### config.mk
export PLATFORM = sky130hd
export DESIGN_NAME = ilv_line_fetch
export DESIGN_NICKNAME = d
export VERILOG_FILES = /design/src/rtl/ilvf_pkg.sv /design/src/rtl/ilvf_issue.sv /design/src/rtl/ilvf_collect.sv /design/src/rtl/ilv_line_fetch.sv
export SDC_FILE = /design/constraint.sdc
export NUM_CORES = 1
export LEC_CHECK = 0
export CAP_MARGIN = 0
export CORE_MARGIN = 8
export CORE_UTILIZATION = 40
export CTS_CLUSTER_SIZE = 24
export DETAILED_ROUTE_END_ITERATION = 7
export DONT_BUFFER_PORTS = 1
export MAX_ROUTING_LAYER = met4
export PLACE_DENSITY = 0.57
export SLEW_MARGIN = 20
export SYNTH_ARGS = -nofsm -noshare
export SYNTH_HDL_FRONTEND = slang
export SYNTH_SLANG_ARGS = --single-unit
### constraint.sdc
create_clock -name clk -period 5.2 [get_ports clk]
set_input_delay 1.56 -clock clk [delete_from_list [all_inputs] [get_ports clk]]
set_output_delay 1.56 -clock clk [all_outputs]
set_load 0.01 [all_outputs]
### src/rtl/ilvf_pkg.sv
package ilvf_pkg;

  typedef enum logic [1:0] {
    FS_IDLE = 2'd0,
    FS_RUN  = 2'd1,
    FS_DONE = 2'd2
  } fetch_state_e;

  // A word may issue when the fetch is active and its bank is free.
  // Serial mode also waits until every bank has gone quiet.
  function automatic logic issue_allowed(input logic active,
                                         input logic tgt_free,
                                         input logic all_free,
                                         input logic serial);
    return active && tgt_free && (!serial || all_free);
  endfunction

  // Timer value loaded on a request; reaches zero when the bank frees.
  function automatic int unsigned busy_reload(input int unsigned lat);
    return (lat > 0) ? lat - 1 : 0;
  endfunction

endpackage

### src/rtl/ilvf_issue.sv
module ilvf_issue
  import ilvf_pkg::*;
#(
  parameter int NB     = 4,
  parameter int LAT    = 4,
  parameter int LW     = 16,
  parameter int ADDR_W = 24
) (
  input  logic              clk,
  input  logic              rst_n,
  input  logic              launch_i,
  input  logic              serial_i,
  input  logic [ADDR_W-1:0] base_i,
  output logic [NB-1:0]     req_o,
  output logic [ADDR_W-1:0] addr_o,
  output logic              fire_o
);
  localparam int BW = (NB > 1) ? $clog2(NB) : 1;
  localparam int OW = $clog2(LW);
  localparam int CW = $clog2(LAT + 1);
  localparam logic [CW-1:0] RELOAD = CW'(busy_reload(LAT));

  logic [OW-1:0] idx_q;
  logic          active_q;
  logic [CW-1:0] cnt_q [NB];
  logic [NB-1:0] free_w;
  logic [BW-1:0] tgt_w;

  assign tgt_w  = BW'(idx_q % OW'(NB));
  assign fire_o = issue_allowed(active_q, free_w[tgt_w], &free_w, serial_i);

  genvar b;
  generate
    for (b = 0; b < NB; b++) begin : g_bank
      assign free_w[b] = (cnt_q[b] == '0);
      assign req_o[b]  = fire_o && (tgt_w == BW'(b));

      always_ff @(posedge clk or negedge rst_n) begin
        if (!rst_n) begin
          cnt_q[b] <= '0;
        end else if (req_o[b]) begin
          cnt_q[b] <= RELOAD;
        end else if (!free_w[b]) begin
          cnt_q[b] <= cnt_q[b] - CW'(1);
        end
      end
    end
  endgenerate

  assign addr_o = base_i | ADDR_W'(idx_q);

  always_ff @(posedge clk or negedge rst_n) begin
    if (!rst_n) begin
      idx_q    <= '0;
      active_q <= 1'b0;
    end else if (launch_i) begin
      idx_q    <= '0;
      active_q <= 1'b1;
    end else if (fire_o) begin
      idx_q <= idx_q + OW'(1);
      if (idx_q == OW'(LW - 1)) begin
        active_q <= 1'b0;
      end
    end
  end

endmodule

### src/rtl/ilvf_collect.sv
module ilvf_collect #(
  parameter int NB = 4,
  parameter int LW = 16,
  parameter int DW = 32
) (
  input  logic           clk,
  input  logic           rst_n,
  input  logic           launch_i,
  input  logic           active_i,
  input  logic [NB-1:0]  rvalid_i,
  input  logic [NB*DW-1:0] rdata_i,
  output logic           hit_o,
  output logic [$clog2(LW)-1:0] offset_o,
  output logic [DW-1:0]  data_o,
  output logic           last_o
);
  localparam int BW = (NB > 1) ? $clog2(NB) : 1;
  localparam int OW = $clog2(LW);

  logic [OW-1:0] rcv_q;
  logic [BW-1:0] expb_w;
  logic [DW-1:0] lane_w [NB];

  genvar b;
  generate
    for (b = 0; b < NB; b++) begin : g_lane
      assign lane_w[b] = rdata_i[b*DW +: DW];
    end
  endgenerate

  assign expb_w   = BW'(rcv_q % OW'(NB));
  assign hit_o    = active_i && rvalid_i[expb_w];
  assign data_o   = lane_w[expb_w];
  assign offset_o = rcv_q;
  assign last_o   = hit_o && (rcv_q == OW'(LW - 1));

  always_ff @(posedge clk or negedge rst_n) begin
    if (!rst_n) begin
      rcv_q <= '0;
    end else if (launch_i) begin
      rcv_q <= '0;
    end else if (hit_o) begin
      rcv_q <= rcv_q + OW'(1);
    end
  end

endmodule

### src/rtl/ilv_line_fetch.sv
module ilv_line_fetch
  import ilvf_pkg::*;
#(
  parameter int NUM_BANKS  = 4,
  parameter int BANK_LAT   = 4,
  parameter int LINE_WORDS = 16,
  parameter int ADDR_W     = 24,
  parameter int DATA_W     = 32
) (
  input  logic                          clk,
  input  logic                          rst_n,
  input  logic                          start_i,
  input  logic                          seq_mode_i,
  input  logic [ADDR_W-1:0]             line_addr_i,
  output logic                          busy_o,
  output logic                          done_o,
  output logic [NUM_BANKS-1:0]          bank_req_o,
  output logic [ADDR_W-1:0]             bank_addr_o,
  input  logic [NUM_BANKS-1:0]          bank_rvalid_i,
  input  logic [NUM_BANKS*DATA_W-1:0]   bank_rdata_i,
  output logic                          fill_valid_o,
  output logic [$clog2(LINE_WORDS)-1:0] fill_offset_o,
  output logic [DATA_W-1:0]             fill_data_o,
  output logic                          cpu_valid_o,
  output logic [DATA_W-1:0]             cpu_data_o
);
  localparam int OFF_W = $clog2(LINE_WORDS);
  localparam logic [ADDR_W-1:0] OFF_MASK = ADDR_W'(LINE_WORDS - 1);

  fetch_state_e      state_q, state_d;
  logic              seq_q;
  logic [ADDR_W-1:0] base_q;

  // Named internal events, observed by the bound checker.
  logic              launch_w;
  logic              issue_fire_w;
  logic              last_word_w;
  logic              hit_w;
  logic [OFF_W-1:0]  off_w;
  logic [DATA_W-1:0] word_w;

  assign launch_w = start_i && (state_q != FS_RUN);

  always_comb begin
    state_d = state_q;
    case (state_q)
      FS_IDLE: if (launch_w) state_d = FS_RUN;
      FS_RUN:  if (last_word_w) state_d = FS_DONE;
      FS_DONE: state_d = launch_w ? FS_RUN : FS_IDLE;
      default: state_d = FS_IDLE;
    endcase
  end

  always_ff @(posedge clk or negedge rst_n) begin
    if (!rst_n) begin
      state_q <= FS_IDLE;
      seq_q   <= 1'b0;
      base_q  <= '0;
    end else begin
      state_q <= state_d;
      if (launch_w) begin
        seq_q  <= seq_mode_i;
        base_q <= line_addr_i & ~OFF_MASK;
      end
    end
  end

  assign busy_o = (state_q == FS_RUN);
  assign done_o = (state_q == FS_DONE);

  ilvf_issue #(
    .NB(NUM_BANKS), .LAT(BANK_LAT), .LW(LINE_WORDS), .ADDR_W(ADDR_W)
  ) u_issue (
    .clk(clk), .rst_n(rst_n),
    .launch_i(launch_w), .serial_i(seq_q), .base_i(base_q),
    .req_o(bank_req_o), .addr_o(bank_addr_o), .fire_o(issue_fire_w)
  );

  ilvf_collect #(
    .NB(NUM_BANKS), .LW(LINE_WORDS), .DW(DATA_W)
  ) u_collect (
    .clk(clk), .rst_n(rst_n),
    .launch_i(launch_w), .active_i(busy_o),
    .rvalid_i(bank_rvalid_i), .rdata_i(bank_rdata_i),
    .hit_o(hit_w), .offset_o(off_w), .data_o(word_w), .last_o(last_word_w)
  );

  assign fill_valid_o  = hit_w;
  assign fill_offset_o = off_w;
  assign fill_data_o   = word_w;
  assign cpu_valid_o   = hit_w;
  assign cpu_data_o    = word_w;

endmodule

==> impl_metrics.tcl, run 1 <==
set metrics [dict create \
    p_sw_mw 1.00 \
    end_kind "primary output" \
    switching_share 0.457 \
    io_buffers 0 \
    pwr-share-comb 0.524 \
    internal_power_mw 1.19 \
    grt_pass1_vias 2112 \
    crit_type "primary input to primary output" \
    drive_above_1_share 0.335 \
    grt_usage 0.177 \
    antenna_found_initial 0 \
    fin_tns_setup_ps 0 \
    clk_path_buf_depth 2 \
    setup_viol 0 \
    wl_mm 10.1 \
    layout.nets 387 \
    busiest_layer "met2" \
    numCtsBuffers 5 \
    post-route-period-util 0.757 \
    clock_sinks 44 \
    use_met1 0.206 \
    start_util 0.412 \
    yosysWarnings 0 \
    cts-hold-fix-buffers 0 \
    critPathLaunchType "primary input" \
    worst_pin_slew_ps 1010 \
    wl_per_cell_um 32.0 \
    die_w_um 105 \
    peakVddDrop_v 0.000289 \
    grt_max_degree 45 \
    synthArstFlopShare 1.00 \
    maxCapViolCount 0 \
    r2r_end "u_issue.cnt_q[4]$_DFFE_PN0P_" \
    htree_levels 2 \
    finalHoldViolations 0 \
    drtPass1Iterations 4 \
    seqCellArea_um2 1100 \
    use_met2 0.287 \
    fill_cells 738 \
    ys_seq_elements 44 \
    core_um2 7730 \
    cts_tree "built" \
    synth-seq-area-share 0.346 \
    p_clk_frac 0.125 \
    hold_path_depth 1 \
    ff2ff_setup_slack_ps 3090 \
    fp-row-count 32 \
    viasPerCell 6.27 \
    seq_power_share 0.351 \
    rsz0062_at_grt "false" \
    yosysUniqueCellTypes 36 \
    worstReg2RegStart "u_issue.cnt_q[0]$_DFFE_PN0P_" \
    drt_iter0_markers 115 \
    place_area_um2 2990 \
    final_cell_mix "42 x dfrtp_1, 34 x mux4_2, 24 x mux2_2" \
    slew_violations 0 \
    fin_area_um2 3100 \
    clk-insertion-delay-late_ps 300 \
    power_density_nw_per_um2 705 \
    timing.fmax_mhz 254 \
    hp-start "state_q[0]$_DFFE_PN0P_" \
    die_area_um2 11100 \
    cts-root-buf "clkbuf_8" \
    clock_skew_ps 7.13 \
    required_ps 3640 \
    reg2reg_depth 6 \
    multiInputGateArea_um2 1670 \
    hold_class "flop to flop" \
    syn_area_um2 3180 \
    syn2layout_area_growth_pct -2.44 \
    ios 260 \
    holdPathEnd "state_q[0]$_DFFE_PN0P_" \
    overflow 0 \
    min_period_ps 3940 \
    synth_edf_count 0 \
    syn_inst 254 \
    num_antenna_cells 0 \
    synth-main-ff-cell "dfrtp_1" \
    dieHeight_um 105 \
    drc 0 \
    met3_usage 0.0700 \
    max_slew_margin 0.327 \
    cp.arrival_ps 2380 \
    syn_avg_cell_area_um2 12.5 \
    cts_resized 0 \
    p_leak_nw 1.34 \
    postRouteAntennaNets 0 \
    clk_pin_slew_worst_paths_ps 90 \
    place_congestion 0.825 \
    status "finished clean" \
    cp_max_fo 4 \
    final_common_cell "dfrtp_1" \
    cts_setup_buffers 0 \
    vias 1987 \
    grt_pass1_wl_mm 14.7 \
    syn-num-nets 427 \
    dp_hpwl_mm 8.51 \
    total_power_mw 2.19 \
]
## layer usage
metal  up-vias  wire length, um
li1        823                -
met1      1035             4020
met3         5             1000
met4         0               46
met5         -                0
met2       124             5070
## Yosys cell counts, types with 4 or more instances
master	n	area, um^2
mux2_2	24	270
mux2i_1	8	80.1
nand2_1	4	15.0
nor2_1	8	30.0
a21o_1	7	52.6
ha_1	13	163
mux4_2	34	766
a21oi_1	8	40.0
buf_4	33	248
buf_2	10	50.1
inv_1	19	71.3
dfrtp_1	44	1100
o21ai_0	6	30.0
## critical path, stage by stage
cell     delay [ps]
mux4_2          500
nand2_1         140
inv_1           180
## cells by family after synthesis
family                   share of synthesized area
XOR/XNOR                                    0.0110
multiplexers                                 0.351
flip-flops                                   0.346
adder cells (fa/ha/maj)                     0.0511
buffers and inverters                        0.128
AND/OR/NAND/NOR                             0.0448
AO/OA/AOI/OAI                               0.0684
## flip-flops by register name, summed over array words and instances, names as in the netlist
name                cells
state_q                 2
u_issue.active_q        1
seq_q                   1
u_issue.idx_q           4
u_issue.cnt_q          12
u_collect.offset_o      4
base_q                 20
## final cells by class
| cell class | instances | share of cell area |
|---|---|---|
| well taps | 102 | 0.0411 |
| multi-input cells | 142 | 0.539 |
| clock buffers | 5 | 0.0222 |
| repair buffers | 1 | 0.00242 |
| flip-flops and latches | 44 | 0.356 |
| inverters | 20 | 0.0242 |
| clock inverters | 3 | 0.0153 |
## power by group through the flow
stage	logic (mW)	clock network [mW]	registers, mW
6_report	1.15	0.273	0.768
5_1_grt	1.25	0.290	0.803
4_1_cts	1.16	0.283	0.774
3_5_place_dp	1.16	0	0.779
3_3_place_gp	1.13	0	0.775
2_1_floorplan	1.25	0	0.657
## through the flow
stage	utilization	hold WS [ps]	instances	setup slack, ps
finish	0.402	500	317	1260
global route	0.402	525	317	1220
CTS	0.402	503	317	1250
detailed placement	0.387	490	309	1250
global placement	0.387	481	309	1250
floorplan	-	466	254	1270
## worst max path at each step
stage / from / end
final: bank_rvalid_i[3] / cpu_valid_o
after global routing: bank_rvalid_i[3] / cpu_valid_o
after CTS: bank_rvalid_i[3] / cpu_valid_o
after detailed placement: bank_rvalid_i[3] / cpu_valid_o
after global placement: bank_rvalid_i[3] / cpu_valid_o
after floorplan: bank_rvalid_i[3] / fill_valid_o
Note: power is estimated with default switching activity, not from simulation.
==> run 2: changes to the inputs <==
--- a/config.mk
+++ b/config.mk
@@ -5,6 +5,7 @@
 export SDC_FILE = /design/constraint.sdc
 export NUM_CORES = 1
 export LEC_CHECK = 0
+export ABC_AREA = 1
 export CAP_MARGIN = 0
 export CORE_MARGIN = 8
 export CORE_UTILIZATION = 40
@@ -12,7 +13,7 @@
 export DETAILED_ROUTE_END_ITERATION = 7
 export DONT_BUFFER_PORTS = 1
 export MAX_ROUTING_LAYER = met4
-export PLACE_DENSITY = 0.57
+export PLACE_DENSITY = 0.59
 export SLEW_MARGIN = 20
 export SYNTH_ARGS = -nofsm -noshare
 export SYNTH_HDL_FRONTEND = slang
==> constraint.sdc (replaced) <==
create_clock -name clk -period 3.45 [get_ports clk]
set_input_delay 1.035 -clock clk [delete_from_list [all_inputs] [get_ports clk]]
set_output_delay 1.035 -clock clk [all_outputs]
set_load 0.01 [all_outputs]
==> impl_metrics.tcl, run 2 <==
set metrics [dict create \
    status "finished clean" \
    htree_levels 2 \
    synth_fa_ha_area_frac 0.0492 \
    setup_viol 0 \
    largest_reg_flops 20 \
    vias 3056 \
    fin_area_um2 3340 \
    worstReg2RegStart "u_collect.offset_o[0]$_DFFE_PN0P_" \
    viasPerCell 5.49 \
    top_register "base_q" \
    io_buffers 0 \
    fp-row-count 33 \
    synth-seq-area-share 0.333 \
    dieHeight_um 107 \
    reg2reg_depth 9 \
    die_w_um 107 \
    slowest_delay_ps 500 \
    cts-root-buf "clkbuf_8" \
    required_ps 2410 \
    crit_type "flop to primary output" \
    grt_pass1_vias 2809 \
    drc 0 \
    dp_hpwl_mm 8.45 \
    postRouteAntennaNets 0 \
    cts_tree "built" \
    netlist_top_cells_area "dfrtp_1 33%, nand2_1 12%, o21ai_0 11%, nor2_1 8.9%, buf_4 8.2%" \
    slew_violations 0 \
    syn_avg_cell_area_um2 6.85 \
    wl_mm 10.4 \
    fill_cells 826 \
    final_cell_mix "105 x nand2_1, 78 x nor2_1, 74 x o21ai_0" \
    overflow 0 \
    cp.arrival_ps 2010 \
    critPathLaunchType "flop" \
    rsz0062_at_grt "false" \
    yosysWarnings 0 \
    wl_per_cell_um 18.8 \
    synth_edf_count 0 \
    total_power_mw 3.77 \
    finalHoldViolations 0 \
    antenna_found_initial 0 \
    drt_iter0_markers 241 \
    start_util 0.407 \
    core_um2 8130 \
    maxCapViolCount 0 \
    cts-hold-fix-buffers 0 \
    final_common_cell "nand2_1" \
    ys_seq_elements 44 \
    crit_chain "buf_4 -> o21ai_0 -> o22ai_1 -> buf_4" \
    ios 260 \
    place_area_um2 3230 \
    numCtsBuffers 5 \
    ff2ff_setup_slack_ps 1630 \
    syn-num-nets 656 \
    synth_top_family_by_area "simple AND/OR/NAND/NOR gates" \
    timing.fmax_mhz 329 \
    post-synth-top-count-cell "nand2_1" \
    syn_area_um2 3310 \
    synthSimpleGateAreaFrac 0.269 \
    synth_top_area_frac 0.333 \
    peakVddDrop_v 0.000462 \
    max_slew_margin 0.573 \
    power_density_nw_per_um2 1130 \
    crit_top_cell "buf_4" \
    synth_area_leader_cell "dfrtp_1" \
    synth-main-ff-cell "dfrtp_1" \
    num_antenna_cells 0 \
    hold_class "primary input to asynchronous set/reset pin" \
    slowest_stage "buf_4" \
    clk_path_buf_depth 2 \
    crit_buf_inv 2 \
    place_congestion 0.815 \
    layout.nets 624 \
    worst_pin_slew_ps 650 \
    synth_compound_area_frac 0.181 \
    die_area_um2 11400 \
    p_leak_nw 1.66 \
    drtPass1Iterations 5 \
    synth_xor_area_frac 0.0106 \
    r2r_end "u_collect.offset_o[0]$_DFFE_PN0P_" \
    min_period_ps 3040 \
    cts_resized 0 \
    finalHoldWorstSlack_ps 422 \
    clk_pin_slew_worst_paths_ps 90 \
    grt_usage 0.174 \
    cp_max_fo 70 \
    synth_top_cells_by_count "105 x nand2_1, 78 x nor2_1, 74 x o21ai_0, 44 x dfrtp_1, 36 x buf_4" \
    clock_skew_ps 3.54 \
    syn_inst 483 \
    post-route-period-util 0.882 \
    clk-insertion-delay-late_ps 300 \
    end_kind "primary output" \
    synthArstFlopShare 1.00 \
    syn2layout_area_growth_pct 1.10 \
    cts_setup_buffers 0 \
    muxShareOfSynthArea 0 \
    drive_above_1_share 0.106 \
    grt_max_degree 71 \
    clock_sinks 44 \
    yosysUniqueCellTypes 21 \
    grt_pass1_wl_mm 15.6 \
    crit_family "buffers and inverters" \
    fin_tns_setup_ps 0 \
    reg.largest.list "base_q: 20 flops, u_issue.cnt_q: 12 flops" \
    utilization 0.411 \
]
## run 2: cell count changes after synthesis, moves of 8 or more
cell / previous run / this run
mux4_2: 34 / 0
mux2i_1: 8 / 0
nor2_1: 8 / 78
nand2_1: 4 / 105
o21ai_0: 6 / 74
a21oi_1: 8 / 0
inv_1: 19 / 31
mux2_2: 24 / 0
o22ai_1: 1 / 32
nand3_1: 2 / 16
## run 2: stage by stage
stage | std cells | worst slack [ps]
5_1_grt | 557 | 270
3_3_place_gp | 549 | 726
4_1_cts | 557 | 421
2_1_floorplan | 483 | 790
6_report | 557 | 408
3_5_place_dp | 549 | 714
## run 2: worst max-delay path by stage
| stage | from | slack (ps) | end | depth (start not counted) |
|---|---|---|---|---|
| final | u_collect.offset_o[0]$_DFFE_PN0P_ | 410 | cpu_data_o[29] | 4 |
| after global routing | u_collect.offset_o[0]$_DFFE_PN0P_ | 270 | fill_data_o[4] | 4 |
| after CTS | u_collect.offset_o[0]$_DFFE_PN0P_ | 420 | cpu_data_o[29] | 4 |
| after detailed placement | bank_rdata_i[93] | 710 | cpu_data_o[29] | 3 |
| after global placement | bank_rdata_i[68] | 730 | fill_data_o[4] | 3 |
| after floorplan | bank_rvalid_i[0] | 790 | fill_valid_o | 7 |
## run 2: layer usage
metal	global-route usage	part of all wire	vias to the layer above
met1	0.204	0.40	1399
met5	-	0	-
met3	0.0570	0.11	5
met2	0.289	0.48	173
li1	-	-	1479
met4	0.0312	0.0059	0
## run 2: cell type report
cell class	instances	area, um^2	area share
inverter	38	145	0.0434
tap	105	131	0.0393
sequential	44	1100	0.330
clock inverter	3	46.3	0.0138
clock buffer	5	68.8	0.0206
timing repair buffer	20	163	0.0487
multi-input combinational	342	1690	0.504
## run 2: cells by family (layout without fill, tap and decap cells)
family | count (synthesis) | in the layout
DFF | 44 | 44
xor gates and xnor gates | 4 | 4
adders and majority gates | 13 | 13
and+or+nand+nor | 215 | 215
AOI/OAI and AO/OA | 110 | 110
buffers and inverters | 97 | 66
## run 2: report_power, final
part / total, mW / internal [mW] / switching [mW]
Clock: 0.405 / 0.218 / 0.187
Sequential: 1.02 / 0.759 / 0.257
Combinational: 2.35 / 0.745 / 1.60
